File: config.mk
export PLATFORM = sky130hd
export DESIGN_NAME = flash_prot_check
export DESIGN_NICKNAME = d
export VERILOG_FILES = /design/src/rtl/flash_prot_pkg.sv /design/src/rtl/flash_cmd_decode.sv /design/src/rtl/flash_region_calc.sv /design/src/rtl/flash_prot_regs.sv /design/src/rtl/flash_prot_check.sv
export SDC_FILE = /design/constraint.sdc
export NUM_CORES = 1
export LEC_CHECK = 0
export BUFFER_PORTS_ARGS = -buffer_cell sky130_fd_sc_hd__buf_2
export CAP_MARGIN = 15
export CORE_ASPECT_RATIO = 0.8
export CORE_MARGIN = 3
export CORE_UTILIZATION = 50
export CTS_BUF_LIST = sky130_fd_sc_hd__clkbuf_4
export CTS_CLUSTER_SIZE = 28
export DETAILED_ROUTE_END_ITERATION = 10
export HOLD_SLACK_MARGIN = 0.05
export PLACE_DENSITY = 0.72
export SLEW_MARGIN = 20
export SYNTH_ARGS = -nofsm -noshare
export SYNTH_HDL_FRONTEND = slang
export SYNTH_HIERARCHICAL = 1
export SYNTH_SLANG_ARGS = --single-unit
File: constraint.sdc
create_clock -name clk -period 7.35 [get_ports clk]
set_input_delay 1.47 -clock clk [delete_from_list [all_inputs] [get_ports clk]]
set_output_delay 1.47 -clock clk [all_outputs]
set_load 0.005 [all_outputs]
File: src/rtl/flash_prot_pkg.sv
package flash_prot_pkg;

    typedef enum logic [2:0] {
        OPK_NONE,
        OPK_ERASE_S,
        OPK_ERASE_M,
        OPK_ERASE_L,
        OPK_CHIP,
        OPK_PAGE
    } op_kind_e;

    typedef enum logic [1:0] {
        PCTL_SET_ONE = 2'b00,
        PCTL_CLR_ONE = 2'b01,
        PCTL_SET_ALL = 2'b10,
        PCTL_CLR_ALL = 2'b11
    } prot_ctl_e;

    localparam logic [7:0] OPC_ERASE_S = 8'h20;
    localparam logic [7:0] OPC_ERASE_M = 8'h52;
    localparam logic [7:0] OPC_ERASE_L = 8'hD8;
    localparam logic [7:0] OPC_CHIP    = 8'hC7;
    localparam logic [7:0] OPC_PAGE    = 8'h02;

endpackage

File: src/rtl/flash_cmd_decode.sv
module flash_cmd_decode
    import flash_prot_pkg::*;
#(
    parameter int PAGE_W = 8,
    localparam int CNT_W = PAGE_W + 1
) (
    input  logic [7:0]       op,
    input  logic [CNT_W-1:0] count,
    output op_kind_e         kind,
    output logic             count_ok
);
    localparam logic [CNT_W-1:0] PAGE_BYTES = CNT_W'(1) << PAGE_W;

    always_comb begin
        case (op)
            OPC_ERASE_S: kind = OPK_ERASE_S;
            OPC_ERASE_M: kind = OPK_ERASE_M;
            OPC_ERASE_L: kind = OPK_ERASE_L;
            OPC_CHIP:    kind = OPK_CHIP;
            OPC_PAGE:    kind = OPK_PAGE;
            default:     kind = OPK_NONE;
        endcase
        if (kind == OPK_PAGE) begin
            count_ok = (count != '0) && (count <= PAGE_BYTES);
        end else begin
            count_ok = 1'b1;
        end
    end

endmodule

File: src/rtl/flash_region_calc.sv
module flash_region_calc
    import flash_prot_pkg::*;
#(
    parameter int ARRAY_W  = 21,
    parameter int SECT_SH  = 16,
    parameter int PAGE_W   = 8,
    parameter int SMALL_SH = 12,
    parameter int MID_SH   = 15,
    localparam int CNT_W   = PAGE_W + 1,
    localparam int SIZE_W  = ARRAY_W + 1
) (
    input  op_kind_e            kind,
    input  logic [ARRAY_W-1:0]  addr,
    input  logic [CNT_W-1:0]    count,
    output logic [ARRAY_W-1:0]  base,
    output logic [SIZE_W-1:0]   size,
    output logic [ARRAY_W-1:0]  last
);
    logic [SIZE_W-1:0]  span;
    logic [ARRAY_W-1:0] span_lo;
    logic [ARRAY_W-1:0] keep_mask;
    logic [PAGE_W-1:0]  page_end;

    always_comb begin
        case (kind)
            OPK_ERASE_S: span = SIZE_W'(1) << SMALL_SH;
            OPK_ERASE_M: span = SIZE_W'(1) << MID_SH;
            OPK_ERASE_L: span = SIZE_W'(1) << SECT_SH;
            OPK_CHIP:    span = SIZE_W'(1) << ARRAY_W;
            OPK_PAGE:    span = SIZE_W'(count);
            default:     span = '0;
        endcase
        span_lo   = span[ARRAY_W-1:0];
        keep_mask = ~(span_lo - ARRAY_W'(1));
        page_end  = PAGE_W'(addr[PAGE_W-1:0] + count[PAGE_W-1:0] - PAGE_W'(1));
        size      = span;
        if (kind == OPK_PAGE) begin
            base = addr;
            last = {addr[ARRAY_W-1:PAGE_W], page_end};
        end else begin
            base = addr & keep_mask;
            last = base + span_lo - ARRAY_W'(1);
        end
    end

endmodule

File: src/rtl/flash_prot_regs.sv
module flash_prot_regs
    import flash_prot_pkg::*;
#(
    parameter int NSECT  = 32,
    localparam int SEL_W = $clog2(NSECT)
) (
    input  logic             clk,
    input  logic             rst_n,
    input  logic             prot_req,
    input  prot_ctl_e        prot_ctl,
    input  logic [SEL_W-1:0] prot_sect,
    input  logic             lock_wr,
    input  logic             lock_val,
    input  logic             wp_n,
    output logic [NSECT-1:0] prot_bits
);
    typedef struct packed {
        logic [NSECT-1:0] bits;
        logic             lock;
    } pstate_t;

    pstate_t st_d, st_q;
    logic    frozen;

    assign frozen = st_q.lock && !wp_n;

    always_comb begin
        st_d = st_q;
        if (!frozen) begin
            if (prot_req) begin
                case (prot_ctl)
                    PCTL_SET_ONE: st_d.bits[prot_sect] = 1'b1;
                    PCTL_CLR_ONE: st_d.bits[prot_sect] = 1'b0;
                    PCTL_SET_ALL: st_d.bits = '1;
                    default:      st_d.bits = '0;
                endcase
            end
            if (lock_wr) begin
                st_d.lock = lock_val;
            end
        end
    end

    always_ff @(posedge clk) begin
        if (!rst_n) begin
            st_q.bits <= '1;
            st_q.lock <= 1'b0;
        end else begin
            st_q <= st_d;
        end
    end

    assign prot_bits = st_q.bits;


    frozen_hold_chk: assert property (@(posedge clk) disable iff (!rst_n)
        (st_q.lock && !wp_n) |=> $stable(st_q));


    set_one_chk: assert property (@(posedge clk) disable iff (!rst_n)
        (prot_req && prot_ctl == PCTL_SET_ONE && !(st_q.lock && !wp_n))
        |=> st_q.bits[$past(prot_sect)]);


    clr_one_chk: assert property (@(posedge clk) disable iff (!rst_n)
        (prot_req && prot_ctl == PCTL_CLR_ONE && !(st_q.lock && !wp_n))
        |=> !st_q.bits[$past(prot_sect)]);


    set_all_chk: assert property (@(posedge clk) disable iff (!rst_n)
        (prot_req && prot_ctl == PCTL_SET_ALL && !(st_q.lock && !wp_n))
        |=> (&st_q.bits));


    clr_all_chk: assert property (@(posedge clk) disable iff (!rst_n)
        (prot_req && prot_ctl == PCTL_CLR_ALL && !(st_q.lock && !wp_n))
        |=> (st_q.bits == '0));

endmodule

File: src/rtl/flash_prot_check.sv
module flash_prot_check
    import flash_prot_pkg::*;
#(
    parameter int ADDR_W   = 24,
    parameter int ARRAY_W  = 21,
    parameter int SECT_SH  = 16,
    parameter int PAGE_W   = 8,
    parameter int SMALL_SH = 12,
    parameter int MID_SH   = 15,
    localparam int SECT_W  = ARRAY_W - SECT_SH,
    localparam int NSECT   = 1 << SECT_W,
    localparam int CNT_W   = PAGE_W + 1,
    localparam int SIZE_W  = ARRAY_W + 1
) (
    input  logic              clk,
    input  logic              rst_n,
    input  logic              cmd_valid,
    input  logic [7:0]        cmd_op,
    input  logic [ADDR_W-1:0] cmd_addr,
    input  logic [CNT_W-1:0]  cmd_count,
    input  logic              prot_req,
    input  logic [1:0]        prot_ctl,
    input  logic [SECT_W-1:0] prot_sect,
    input  logic              lock_wr,
    input  logic              lock_val,
    input  logic              wp_n,
    output logic              grant,
    output logic              reject,
    output logic [ADDR_W-1:0] region_base,
    output logic [SIZE_W-1:0] region_size,
    output logic [ADDR_W-1:0] region_last
);
    typedef struct packed {
        logic               grant;
        logic               reject;
        logic [ARRAY_W-1:0] base;
        logic [SIZE_W-1:0]  size;
        logic [ARRAY_W-1:0] last;
    } resp_t;

    op_kind_e           dec_kind;
    logic               dec_count_ok;
    logic [ARRAY_W-1:0] calc_base;
    logic [SIZE_W-1:0]  calc_size;
    logic [ARRAY_W-1:0] calc_last;
    logic [NSECT-1:0]   prot_bits;
    logic [SECT_W-1:0]  cmd_sect;
    logic               permit;
    resp_t              rsp_d, rsp_q;

    assign cmd_sect = cmd_addr[SECT_SH +: SECT_W];

    flash_cmd_decode #(
        .PAGE_W (PAGE_W)
    ) u_decode (
        .op       (cmd_op),
        .count    (cmd_count),
        .kind     (dec_kind),
        .count_ok (dec_count_ok)
    );

    flash_region_calc #(
        .ARRAY_W  (ARRAY_W),
        .SECT_SH  (SECT_SH),
        .PAGE_W   (PAGE_W),
        .SMALL_SH (SMALL_SH),
        .MID_SH   (MID_SH)
    ) u_region (
        .kind  (dec_kind),
        .addr  (cmd_addr[ARRAY_W-1:0]),
        .count (cmd_count),
        .base  (calc_base),
        .size  (calc_size),
        .last  (calc_last)
    );

    flash_prot_regs #(
        .NSECT (NSECT)
    ) u_prot (
        .clk       (clk),
        .rst_n     (rst_n),
        .prot_req  (prot_req),
        .prot_ctl  (prot_ctl_e'(prot_ctl)),
        .prot_sect (prot_sect),
        .lock_wr   (lock_wr),
        .lock_val  (lock_val),
        .wp_n      (wp_n),
        .prot_bits (prot_bits)
    );

    always_comb begin
        if (dec_kind == OPK_CHIP) begin
            permit = (prot_bits == '0);
        end else begin
            permit = !prot_bits[cmd_sect];
        end
        rsp_d        = rsp_q;
        rsp_d.grant  = 1'b0;
        rsp_d.reject = 1'b0;
        if (cmd_valid && dec_kind != OPK_NONE) begin
            rsp_d.grant  = permit && dec_count_ok;
            rsp_d.reject = !(permit && dec_count_ok);
            rsp_d.base   = calc_base;
            rsp_d.size   = calc_size;
            rsp_d.last   = calc_last;
        end
    end

    always_ff @(posedge clk) begin
        if (!rst_n) begin
            rsp_q <= '0;
        end else begin
            rsp_q <= rsp_d;
        end
    end

    assign grant       = rsp_q.grant;
    assign reject      = rsp_q.reject;
    assign region_base = ADDR_W'(rsp_q.base);
    assign region_size = rsp_q.size;
    assign region_last = ADDR_W'(rsp_q.last);


    grant_reject_excl_chk: assert property (@(posedge clk) disable iff (!rst_n)
        $onehot0({grant, reject}));


    resp_needs_cmd_chk: assert property (@(posedge clk) disable iff (!rst_n)
        (grant || reject) |-> $past(cmd_valid));


    unknown_silent_chk: assert property (@(posedge clk) disable iff (!rst_n)
        (cmd_valid && dec_kind == OPK_NONE) |=> (!grant && !reject && $stable(region_base)));


    bad_count_chk: assert property (@(posedge clk) disable iff (!rst_n)
        (cmd_valid && cmd_op == OPC_PAGE && (cmd_count == '0 || cmd_count > (CNT_W'(1) << PAGE_W)))
        |=> reject);


    chip_blocked_chk: assert property (@(posedge clk) disable iff (!rst_n)
        (cmd_valid && cmd_op == OPC_CHIP && prot_bits != '0) |=> reject);


    high_addr_answered_chk: assert property (@(posedge clk) disable iff (!rst_n)
        (cmd_valid && dec_kind != OPK_NONE && cmd_addr[ADDR_W-1:ARRAY_W] != '0)
        |=> ((grant || reject) && region_base[ADDR_W-1:ARRAY_W] == '0));


    large_align_chk: assert property (@(posedge clk) disable iff (!rst_n)
        (cmd_valid && cmd_op == OPC_ERASE_L) |=> (region_base[SECT_SH-1:0] == '0));

endmodule

# [Word-level counts from Yosys, hierarchy flattened]
# Index checks and enable logic that the tools add are counted.
[totals] regBits=99 inputBits=55 output_inout_bits=72
[classes] addsub=5 magnitude_cmp=4 eq_ne=12 n_mux=11 bitwise=6 reduce_logical=15
[ops] cell="case mux 22 bit (5 select lines)" n=1
[ops] cell="case mux 32 bit (3 select lines)" n=1
[ops] cell="two-way mux 21 bit" n=2
[ops] cell="subtractor 21 x 1 -> 21 bit (second input constant)" n=2
[ops] cell="AND 32 bit" n=1
[ops] cell="logical NOT 32 bit" n=1
[ops] cell="NOT 32 bit" n=1
[ops] cell="OR 32 bit" n=1
[ops] cell="adder 21 bit" n=1
[ops] cell="AND 21 bit" n=1
[ops] cell="NOT 21 bit" n=1
[ops] cell="== test 8 bit (second input constant)" n=2
[ops] cell="case mux 3 bit (5 select lines)" n=1
[ops] cell="< comparator 5 x 6 -> 1 bit (second input constant)" n=2
[ops] cell="less-or-equal comparator 9 bit (second input constant)" n=1
[ops] cell="nonzero test 9 bit" n=1
[ops] cell="adder 8 bit" n=1
[ops] cell="== test 8 x 2 -> 1 bit (second input constant)" n=1
[ops] cell="== test 8 x 6 -> 1 bit (second input constant)" n=1
[ops] cell="== test 8 x 7 -> 1 bit (second input constant)" n=1
[ops] cell="subtractor 8 x 1 -> 8 bit (second input constant)" n=1
[ops] cell="== test 3 x 2 -> 1 bit (second input constant)" n=2
[ops] cell="== test 3 bit (second input constant)" n=2
[ops] cell="AND reduction 2 bit" n=3
[ops] cell="other kinds (12)" n=21

# [Logic depth before layout (Yosys ltp)]
# Gate-level depths: netlist (run 1).
[depth] ltp_word=10 depth_mapped=26 mapped_depth_nobuf=24

# [By module]
# The synthesis (run 1) kept the hierarchy.
[by_module_without_submodules] module="flash_prot_check" n_inst=1 cells_per_inst=323 area_per_inst_um2=2860.2 seq_area_each_um2=1321.3
[by_module_without_submodules] module="flash_region_calc" n_inst=1 cells_per_inst=386 area_per_inst_um2=2383.5 seq_area_each_um2=0.0
[by_module_without_submodules] module="flash_prot_regs" n_inst=1 cells_per_inst=205 area_per_inst_um2=1790.5 seq_area_each_um2=660.6
[by_module_without_submodules] module="flash_cmd_decode" n_inst=1 cells_per_inst=19 area_per_inst_um2=136.4 seq_area_each_um2=0.0

# [Least setup slack after synthesis (run 1)]
# Ideal clock, no wire load.
[synth_path] path_kind="in2reg" start="in cmd_op[1]" end="reg rsp_q (netlist bit region_last[19])" setup_ns=0.076 arrival_ns=6.213 slack_ns=1.061 path_stages=23 n_path_buf=2 cell_sequence="and3b_1 -> a21oi_1 -> nor4b_1 -> nand2b_1 -> nor2_1 -> clkbuf_1 -> nand2_1 -> ha_1 -> clkbuf_1 -> xor2_1 -> nand2_1 -> ha_1 -> fa_1 -> nor2b_1 -> o21a_1 -> a311o_1 -> a31oi_1 -> nor3_1 -> a31oi_1 -> xor2_1 -> o21ai_0 -> nand2_1 -> a21boi_0"
[synth_between] elab_chain_len=10 elab_cells_between_ends=20 classes_between="add/sub (3); eq/ne (10); mux (3); bitwise (2); reduce/logical (2)"
[synth_lines] item="start: declaration" line="flash_prot_check.sv:18" source="input logic [7:0] cmd_op,"
[synth_lines] item="== test 8 x 2 -> 1 bit (tied with other cells)" line="flash_cmd_decode.sv:15" source="case (op)"
[synth_lines] item="case mux 3 bit (5 select lines) *" line="flash_cmd_decode.sv:15"
[synth_lines] item="via dec_kind[1]" line="flash_prot_check.sv:41" source="op_kind_e dec_kind;"
[synth_lines] item="== test 3 bit (tied with other cells)" line="flash_region_calc.sv:25, flash_region_calc.sv:37"
[synth_lines] item="case mux 22 bit (5 select lines)" line="flash_region_calc.sv:25" source="case (kind)"
[synth_lines] item="subtractor 21 x 1 -> 21 bit" line="flash_region_calc.sv:34" source="keep_mask = ~(span_lo - ARRAY_W'(1));"
[synth_lines] item="NOT 21 bit" line="flash_region_calc.sv:34"
[synth_lines] item="AND 21 bit" line="flash_region_calc.sv:41" source="base = addr & keep_mask;"
[synth_lines] item="adder 21 bit" line="flash_region_calc.sv:42" source="last = base + span_lo - ARRAY_W'(1);"
[synth_lines] item="subtractor 21 x 1 -> 21 bit" line="flash_region_calc.sv:42"
[synth_lines] item="two-way mux 21 bit *" line="flash_region_calc.sv:37" source="if (kind == OPK_PAGE) begin"
[synth_lines] item="via calc_last[19]" line="flash_prot_check.sv:45" source="logic [ARRAY_W-1:0] calc_last;"
[synth_lines] item="end signal: assignment" line="flash_prot_check.sv:113" source="rsp_q <= rsp_d;"
[synth_lines] item="end: declaration" line="flash_prot_check.sv:49" source="resp_t rsp_d, rsp_q;"
# Mark *: on every way through the listed nets, which the timed path passes. The rest lies on a longest branch.
# A chain may end at the register's enable or synchronous reset.

# [Final worst setup path (run 1)]
[layout_path] start="in cmd_op[2]" end="reg rsp_q (netlist bit region_last[20])"
# The elaborated chain is that of the path after synthesis.

==> results.py, run 1 <==
metrics = {
    "power": {
        "sw_frac_of_total": 0.3047,
        "internal_power_uw": 693.2,
        "power_density_nw_per_um2": 129.7,
        "peakVddDrop_mv": 0.1280,
        "p_leak_uw": 0.003533,
        "pwr-share-clk": 0.290,
        "combPwrFrac": 0.153,
        "p_sw_uw": 303.8,
        "p_seq_frac": 0.557,
        "total_power_uw": 997.0,
    },
    "detailed_routing": {
        "post_drt_wl_per_cell_um": 15.00,
        "firstDrtPassIters": 5,
        "routed_via_density": 5.338,
        "via_count": 6294,
        "routed_wl_um": 17680,
        "ant_nets": 0,
        "drtIter0Drc": 335,
        "drc": 0,
    },
    "timing": {
        "maxSlewViolCount": 0,
        "tns_ns": 0,
        "rsz0062_at_grt": "false",
        "skew_ns": 0.02651,
        "setup_viol": 0,
        "tightest_slew_ns": 0.8170,
        "period_minus_slack_ns": 5.979,
        "fmax_ghz": 0.1673,
        "slew_headroom": 0.4553,
        "finalHoldViolCount": 0,
        "finalCritPeriodShare": 0.8135,
    },
    "clock_tree": {
        "cts_buffers": 9,
        "cts_max_level": 3,
        "postCtsHoldBufs": 0,
        "post-cts-setup-buffer-count": 0,
        "insertion_delay_ns": 0.53,
        "cts.clk_slew.worst_paths_ns": 0.17,
        "clock_path_buffers": 2,
        "clkSinkCount": 99,
        "cts_tree": "built",
        "root_buffer": "clkbuf_4",
        "cts_resized": 0,
    },
    "logic_synthesis": {
        "syn_area_per_cell_um2": 7.686,
        "netlist_area_um2": 7171,
        "synth-seq-area-share": 0.2764,
        "async_flop_share": 0,
        "synth_seq_cells": 99,
        "synth_warnings": 6,
        "synth_cell_types": 67,
        "synth_flop_cell": "dfxtp_1",
        "syn_inst": 933,
        "synth_edf_count": 0,
    },
    "critical_path": {
        "start_kind": "input port",
        "r2r-end": "reject",
        "cp.arrival_ns": 6.43,
        "worstReg2RegStart": "u_prot/prot_bits[5]",
        "rrSetupSlack_ns": 5.57,
        "criticalPathCategory": "in2reg",
        "crit_fanout": 29,
        "r2r_cells": 4,
        "required_ns": 7.81,
        "worstSetupEndpointType": "flip-flop",
    },
    "placed_design": {
        "place_congestion": 0.9339,
        "dp_hpwl_um": 13050,
        "port_buffers": 117,
        "dpl.cell_count": 1161,
    },
    "grt": {
        "grt_use_total": 0.2242,
        "grt_pass1_wl_um": 28970,
        "grt_antenna_before_repair": 1,
        "grt_max_degree": 100,
        "grt_overflow": 0,
        "grt_pass1_vias": 5854,
    },
    "finish": {
        "post-route-util": 0.5574,
        "final_cells": 1179,
        "drive_gt1_frac": 0.1633,
        "area_delta_synth_final_pct": 7.172,
        "fill_cells": 1378,
        "fin_nets": 1093,
    },
    "floorplanning": {
        "initial_core_util": 0.5201,
        "rows": 38,
        "die_h_um": 113.1,
        "die_width_um": 139.9,
        "dieArea_um2": 15820,
        "pin_count": 127,
        "core_area_um2": 13790,
    },
    "hold_path": {
        "whs_path_depth": 2,
        "whs_endpoint": "region_last[19]",
        "worstHoldStart": "region_last[19]",
        "worstHoldPathType": "reg2reg",
    },
    "flow_run": {
        "drv_cap": 0,
    },
    "status": {
        "status": "completed",
    },
}
==> cells by family after synthesis <==
group,count (synthesis),share of synthesized area
AO/OA/AOI/OAI,218,0.1973
XOR/XNOR,30,0.03664
flip-flops,99,0.2764
adder cells (fa/ha/maj),45,0.08061
AND/OR/NAND/NOR,347,0.2282
multiplexers,32,0.06299
other,2,0.001047
buffers and inverters,160,0.1167
==> synth_stat cells, types with 5 or more instances <==
library cell | number | share of area
clkbuf_1 | 30 | 0.016
mux4_1 | 8 | 0.029
o21ai_0 | 21 | 0.015
a31oi_1 | 8 | 0.0070
nor3_1 | 7 | 0.0049
nor2b_1 | 30 | 0.026
and2_1 | 5 | 0.0044
nand3_1 | 9 | 0.0063
a21o_1 | 14 | 0.015
nand2_1 | 184 | 0.096
and3_1 | 20 | 0.017
xor2_1 | 15 | 0.018
dfxtp_1 | 99 | 0.28
mux2i_1 | 23 | 0.032
nor4_1 | 13 | 0.011
nor2_1 | 52 | 0.027
o21ai_1 | 18 | 0.013
a21oi_1 | 60 | 0.042
a21boi_0 | 67 | 0.070
xnor2_1 | 15 | 0.018
ha_1 | 43 | 0.075
buf_4 | 51 | 0.053
inv_1 | 68 | 0.036
==> sequential cells by signal, indices dropped and copies added, names as in the netlist <==
register          count
u_prot/st_q           1
reject                1
u_prot/prot_bits     32
region_last          21
region_size          22
region_base          21
grant                 1
==> cells in the final DEF, fill, tap and decap left out, types with 20 or more instances in the layout <==
cell      count
nand2_1     184
o21ai_0      21
a21boi_0     67
nor2b_1      30
buf_2       117
a21oi_1      60
ha_1         43
nor2_1       51
dfxtp_1      99
inv_1        68
and3_1       20
mux2i_1      23
==> metal layers <==
metal	part of all wire	track usage	up-vias
li1	-	-	3207
met1	0.49	0.3196	2896
met2	0.44	0.3425	168
met3	0.057	0.05365	23
met4	0.012	0.05810	0
met5	0	0	-
==> layout make-up <==
| class | instances | area, µm² | area share |
|---|---|---|---|
| Clock buffer | 10 | 75.07 | 0.009769 |
| Timing Repair Buffer | 127 | 664.4 | 0.08645 |
| Inverter | 69 | 259.0 | 0.03370 |
| Sequential cell | 99 | 1982 | 0.2579 |
| Clock inverter | 6 | 57.56 | 0.007489 |
| Antenna cell | 1 | 2.502 | 0.0003256 |
| Multi-Input combinational cell | 687 | 4419 | 0.5751 |
| Tap cell | 180 | 225.2 | 0.02931 |
==> worst max-delay path, cell delays in order <==
cell and delay, ns:
buf_2 0.13, or4_4 0.53, a21oi_1 0.14, buf_4 0.23, inv_1 0.13, nor2_2 0.33
buf_4 0.37, nand2_1 0.15, or3_1 0.32, o221ai_1 0.08, nand2_1 0.08, ha_1 0.27
inv_1 0.04, ha_1 0.36, nand2_1 0.09, o31ai_1 0.38, nand2_1 0.09, o21ai_1 0.31
a31oi_1 0.16, xnor2_1 0.28, mux2i_1 0.12, a21oi_1 0.15, nand2_1 0.06, a21boi_0 0.15
==> worst max path at each step <==
stage                     startpoint               to  depth (start not counted)
after CTS                  cmd_op[2]  region_last[20]                         24
after floorplan            cmd_op[1]  region_last[19]                         23
after detailed placement   cmd_op[2]  region_last[20]                         24
after global routing       cmd_op[2]  region_last[20]                         25
after global placement     cmd_op[2]  region_last[20]                         24
final                      cmd_op[2]  region_last[20]                         24
==> through the flow <==
| step | hold slack (ns) | cell area (µm²) | setup WS [ns] |
|---|---|---|---|
| after detailed placement | 0.4558 | 7538 | 0.9837 |
| after floorplan | 0.4599 | 7219 | 1.061 |
| final | 0.4718 | 7685 | 1.371 |
| after global routing | 0.4927 | 7685 | 1.170 |
| after global placement | 0.4500 | 7538 | 1.003 |
| after CTS | 0.4758 | 7671 | 1.524 |
==> power by group through the flow <==
stage | combinational, µW | clock (µW) | sequential [µW]
after global routing | 168 | 322 | 558
after detailed placement | 150 | 0 | 567
final | 152 | 289 | 556
after floorplan | 119 | 0 | 564
after global placement | 148 | 0 | 567
after CTS | 151 | 300 | 556
No activity file was read; power rests on OpenSTA's default activity.
==> inputs of run 2 (changes only) <==
ABC_AREA = 1   (was not set)
PLACE_DENSITY = 0.74   (was 0.72)
clock period = 5.5 ns   (was 7.35 ns; I/O delays follow)
==> results.py, run 2 <==
metrics = {
    "status": {
        "status": "completed",
    },
    "critical_path": {
        "cp-startpoint": "cmd_op[0]",
        "criticalPathCategory": "in2reg",
        "worstReg2RegStart": "u_prot/st_q[0]",
        "start_kind": "input port",
        "crit_fanout": 8,
        "worstSetupEndpointType": "flip-flop",
        "required_ns": 5.89,
        "cp.arrival_ns": 5.04,
    },
    "finish": {
        "area_delta_synth_final_pct": 6.020,
        "drive_gt1_frac": 0.1433,
        "layout_commonest_cell": "nand2_1",
        "n_antenna_cell": 0,
        "fin_nets": 1387,
        "multi_input_area_um2": 4479,
        "fill_cells": 1538,
        "final_cells": 1475,
        "regArea_um2": 1982,
        "final_area_um2": 8020,
        "final_cell_mix": "nand2_1, nor2_1, inv_1",
        "largest_reg_flops": 32,
    },
    "logic_synthesis": {
        "synth-simple-area-share": 0.3682,
        "synth.area.mux_share": 0.001323,
        "async_flop_share": 0,
        "synth_top_area_share": 0.2620,
        "synthAdderAreaFrac": 0.07641,
        "synth_cell_types": 46,
        "synth_seq_cells": 99,
        "netlist_area_um2": 7565,
        "synth-seq-area-share": 0.2620,
        "synth_top_family_by_area": "simple AND/OR/NAND/NOR gates",
        "synth_edf_count": 0,
        "synth_compound_area_frac": 0.1295,
        "syn_inst": 1230,
        "synth_warnings": 6,
        "synthXorXnorAreaFrac": 0.008105,
        "synth_flop_cell": "dfxtp_1",
        "yosys.cell_count.top_type": "nand2_1",
        "syn_area_per_cell_um2": 6.150,
        "synthTopCellsByCount": "nand2_1, nor2_1, inv_1",
        "yosysTopAreaCell": "dfxtp_1",
        "synth_area_leaders": "dfxtp_1, nand2_1, nor2_1",
    },
    "grt": {
        "grt_pass1_vias": 6773,
        "grt_max_degree": 75,
        "grt_pass1_wl_um": 33280,
        "grt_overflow": 0,
        "grt_use_total": 0.2457,
        "grt_antenna_before_repair": 1,
    },
    "detailed_routing": {
        "firstDrtPassIters": 5,
        "dr_wl_met3_um": 1666,
        "via_count": 7710,
        "route.met2.wl_um": 7924,
        "wl_met1_um": 10540,
        "post_drt_wl_per_cell_um": 13.81,
        "ant_nets": 0,
        "drc": 0,
        "highest_layer": "met5",
        "drtIter0Drc": 652,
        "routed_via_density": 5.227,
        "routed_wl_um": 20370,
    },
    "power": {
        "peakVddDrop_mv": 0.1544,
        "p_leak_uw": 0.004333,
        "power_density_nw_per_um2": 177.4,
    },
    "hold_path": {
        "worstHoldPathType": "reg2reg",
        "worstHoldStart": "u_prot/st_q[0]",
    },
    "clock_tree": {
        "clock_path_buffers": 2,
        "insertion_delay_ns": 0.50,
        "cts_max_level": 3,
        "cts.clk_slew.worst_paths_ns": 0.15,
        "clkSinkCount": 99,
        "post-cts-setup-buffer-count": 0,
        "cts_tree": "built",
        "root_buffer": "clkbuf_4",
        "cts_resized": 0,
        "cts_buffers": 9,
        "postCtsHoldBufs": 0,
    },
    "timing": {
        "finalCritPeriodShare": 0.8441,
        "tns_ns": 0,
        "skew_ns": 0.01428,
        "setup_viol": 0,
        "period_minus_slack_ns": 4.642,
        "slew_headroom": 0.4194,
        "finalHoldViolCount": 0,
        "rsz0062_at_grt": "false",
        "tightest_slew_ns": 0.8710,
        "fmax_ghz": 0.2154,
        "maxSlewViolCount": 0,
    },
    "flow_run": {
        "drv_cap": 0,
    },
    "floorplanning": {
        "core_area_um2": 14540,
        "rows": 39,
        "initial_core_util": 0.5202,
        "die_width_um": 143.5,
        "die_h_um": 116.0,
        "dieArea_um2": 16650,
        "pin_count": 127,
    },
    "placed_design": {
        "dpl.cell_count": 1460,
        "dp_hpwl_um": 15190,
        "dpl_cell_area_um2": 7889,
        "place_congestion": 0.9202,
        "port_buffers": 117,
    },
}
[run 2: cell count changes in the layout (fill, tap and decap cells not counted), sizes merged, moves of 22 or more]
| cell | previous run | this run |
|---|---|---|
| nand2 | 186 | 271 |
| nor2b | 32 | 0 |
| inv | 72 | 138 |
| o21ai | 39 | 119 |
| nand3 | 9 | 121 |
| a21boi | 67 | 2 |
| mux2i | 23 | 1 |
| nor2 | 52 | 226 |
[run 2: worst paths after layout]
path | end | slack, ns | cells past startpoint
worst min-delay path | u_prot/st_q[0] | 0.47 | 2
worst max register to register | u_prot/prot_bits[0] | 3.84 | 6
worst min register to register | u_prot/st_q[0] | 0.47 | 2
worst max-delay path | region_last[20] | 0.86 | 27
[run 2: cell families (layout without fill, tap and decap cells)]
group           count (synthesis)  after routing
compound gates                187            187
xor+xnor                        7              7
fa+ha+maj                      45             45
buf+inv                       235            283
flops                          99             99
mux                             1              1
other cells                     2             15
simple gates                  654            654
[run 2: metrics by stage]
step | hold WS (ns) | util | power (µW) | worst slack [ns]
5_1_grt | 0.4898 | 0.5515 | 1504 | 0.4549
3_5_place_dp | 0.4530 | 0.5425 | 1040 | 0.4092
4_1_cts | 0.4730 | 0.5515 | 1431 | 0.9664
6_report | 0.4722 | 0.5515 | 1423 | 0.8577
2_1_floorplan | 0.4296 | - | 992.8 | 0.9666
3_3_place_gp | 0.4485 | 0.5425 | 1034 | 0.5193
[run 2: power breakdown]
part / internal [µW] / switching (µW) / total [µW]
Combinational: 94.4 / 171 / 266
Clock: 140 / 254 / 394
Sequential: 743 / 20.4 / 763
Total: 977 / 446 / 1420
[run 2: metal layers]
layer,vias up,track usage
met4,2,0.04329
li1,4000,-
met3,20,0.04827
met2,297,0.3591
met1,3391,0.3772
met5,-,0
[run 2: area by class of cell]
class                      instances  share of cell area
clock buffer                      10            0.009360
tap                              184             0.02871
clock inverter                     5            0.006864
timing repair buffer             127             0.08237
multi-input combinational        909              0.5585
sequential                        99              0.2471
inverter                         141             0.06708
[run 2: critical path: stages]
cell and delay (ns):
buf_2 0.11, inv_1 0.08, nand2_1 0.06, nor2_1 0.12
nand4_1 0.10, nand2_1 0.10, inv_1 0.13, nand4_1 0.20
ha_1 0.28, nand2_1 0.12, nor2_2 0.24, nand3_2 0.24
o21ai_0 0.21, nand3_1 0.17, ha_1 0.34, inv_1 0.04
ha_1 0.36, nand4_1 0.11, inv_1 0.09, nand2_1 0.06
nor3b_1 0.22, nand3b_1 0.15, nand3_1 0.08, nand3_1 0.10
nand2_1 0.05, o21ai_1 0.12, nor2_1 0.05
==> inputs of run 3 (changes only) <==
ABC_AREA = 0   (was 1)
clock period = 3.9 ns   (was 5.5 ns; I/O delays follow)
==> results.py, run 3 (synthesis results as in run 1) <==
metrics = {
    "clock_tree": {
        "clock_path_buffers": 2,
        "insertion_delay_ns": 0.49,
        "cts_buffers": 9,
        "cts.clk_slew.worst_paths_ns": 0.15,
        "cts_max_level": 3,
        "clkSinkCount": 99,
        "root_buffer": "clkbuf_4",
        "cts_tree": "built",
        "postCtsHoldBufs": 0,
    },
    "timing": {
        "tns_ns": -2.353,
        "finalHoldViolCount": 0,
        "tightest_slew_ns": 0.6678,
        "finalCritPeriodShare": 1.089,
        "period_minus_slack_ns": 4.249,
        "maxSlewViolCount": 0,
        "slew_headroom": 0.5507,
        "skew_ns": 0.005669,
        "worst_slack_ns": -0.3490,
        "setup_viol": 13,
        "rsz0062_at_grt": "true",
        "fmax_ghz": 0.2354,
    },
    "grt": {
        "grt_pass1_vias": 6583,
        "grt_overflow": 0,
        "grt_use_total": 0.2485,
        "grt_max_degree": 65,
        "grt_pass1_wl_um": 32180,
        "grt_antenna_before_repair": 0,
    },
    "finish": {
        "fin_nets": 1217,
        "drive_gt1_frac": 0.3200,
        "multi_input_area_um2": 4903,
        "largest_reg_flops": 32,
        "layout_commonest_cell": "nand2_1",
        "final_cell_mix": "nand2_1, buf_4, buf_2",
        "regArea_um2": 1982,
        "fill_cells": 1137,
        "area_delta_synth_final_pct": 27.74,
        "n_antenna_cell": 0,
    },
    "critical_path": {
        "cp.arrival_ns": 4.67,
        "worstReg2RegStart": "u_prot/prot_bits[3]",
        "start_kind": "input port",
        "r2r-end": "reject",
        "required_ns": 4.32,
        "worstSetupEndpointType": "flip-flop",
        "crit_fanout": 4,
        "criticalPathCategory": "in2reg",
        "r2r_cells": 4,
        "rrSetupSlack_ns": 2.08,
    },
    "placed_design": {
        "dp_hpwl_um": 14670,
        "port_buffers": 117,
        "place_congestion": 0.9635,
    },
    "detailed_routing": {
        "drtIter0Drc": 461,
        "routed_wl_um": 20420,
        "post_drt_wl_per_cell_um": 15.68,
        "ant_nets": 0,
        "drc": 0,
        "via_count": 7025,
        "routed_via_density": 5.396,
        "firstDrtPassIters": 5,
    },
    "floorplanning": {
        "die_h_um": 113.1,
        "core_area_um2": 13790,
        "dieArea_um2": 15820,
        "die_width_um": 139.9,
        "rows": 38,
        "pin_count": 127,
        "initial_core_util": 0.5201,
    },
    "hold_path": {
        "worstHoldStart": "region_last[6]",
        "whs_path_depth": 2,
        "worstHoldPathType": "reg2reg",
        "whs_endpoint": "region_last[6]",
    },
    "status": {
        "violations": "negative setup slack",
        "status": "finished, violations left",
    },
    "power": {
        "p_leak_uw": 0.004304,
        "total_power_uw": 1890,
        "power_density_nw_per_um2": 206.3,
        "peakVddDrop_mv": 0.2167,
    },
    "flow_run": {
        "drv_cap": 0,
    },
}
==> run 3: cell type report <==
| type | count | share of cell area |
|---|---|---|
| clock buffers | 11 | 0.009015 |
| clock inverters | 5 | 0.003825 |
| inverters | 69 | 0.02882 |
| multi-input cells | 687 | 0.5353 |
| flip-flops and latches | 99 | 0.2164 |
| well taps | 180 | 0.02459 |
| repair buffers | 251 | 0.1821 |
==> run 3: through the flow <==
step,hold WS [ns],worst slack (ns),cell area [µm²],util,cells
after global placement,0.4375,-0.7301,8522,0.6181,1263
after detailed placement,0.4410,-0.8519,8522,0.6181,1263
final,0.4563,-0.3490,9160,0.6643,1302
after global routing,0.4837,-0.4900,9160,0.6643,1302
after floorplan,0.4471,-0.7912,7463,-,946
after CTS,0.4608,-0.2146,8990,0.6520,1297
==> run 3: how the worst max path moves through the flow <==
stage | start | to | slack, ns
after floorplan | cmd_op[1] | region_last[20] | -0.79
after global placement | cmd_op[7] | region_last[20] | -0.73
after detailed placement | cmd_op[7] | region_last[20] | -0.85
after CTS | cmd_op[2] | region_last[20] | -0.21
after global routing | cmd_op[0] | region_last[20] | -0.49
final | cmd_op[0] | region_last[18] | -0.35
==> run 3: per-layer routing <==
| layer | share of wire | track usage |
|---|---|---|
| met1 | 0.45 | 0.3396 |
| met2 | 0.44 | 0.3839 |
| met3 | 0.078 | 0.06760 |
| met4 | 0.030 | 0.08005 |
| met5 | 0 | 0 |
==> run 3: what timing repair did <==
action	4_1_cts	5_1_grt
pin swaps	50	49
setup endpoints to repair	12	15
resized for setup	46	35
setup buffers	18	7
==> run 3: worst max-delay path, stage by stage <==
cell,delay [ns]
buf_6,0.09
or4_4,0.55
a21oi_4,0.22
inv_4,0.07
nor2_4,0.10
buf_12,0.13
buf_6,0.10
nand2_2,0.06
or3_4,0.40
o221ai_4,0.07
nand2_2,0.09
ha_4,0.29
inv_4,0.04
ha_4,0.16
a21oi_4,0.16
nand2_2,0.08
nor4_4,0.33
o21ai_2,0.10
buf_4,0.14
buf_6,0.11
nand3_2,0.06
nand2_2,0.07
xnor2_2,0.14
a21oi_1,0.17
nand2_1,0.07
a21boi_1,0.11
==> run 3: where the power goes <==
part	switching, µW	internal [µW]	total [µW]
clock	373	150	523
combinational	178	140	318
sequential	16.3	1030	1050
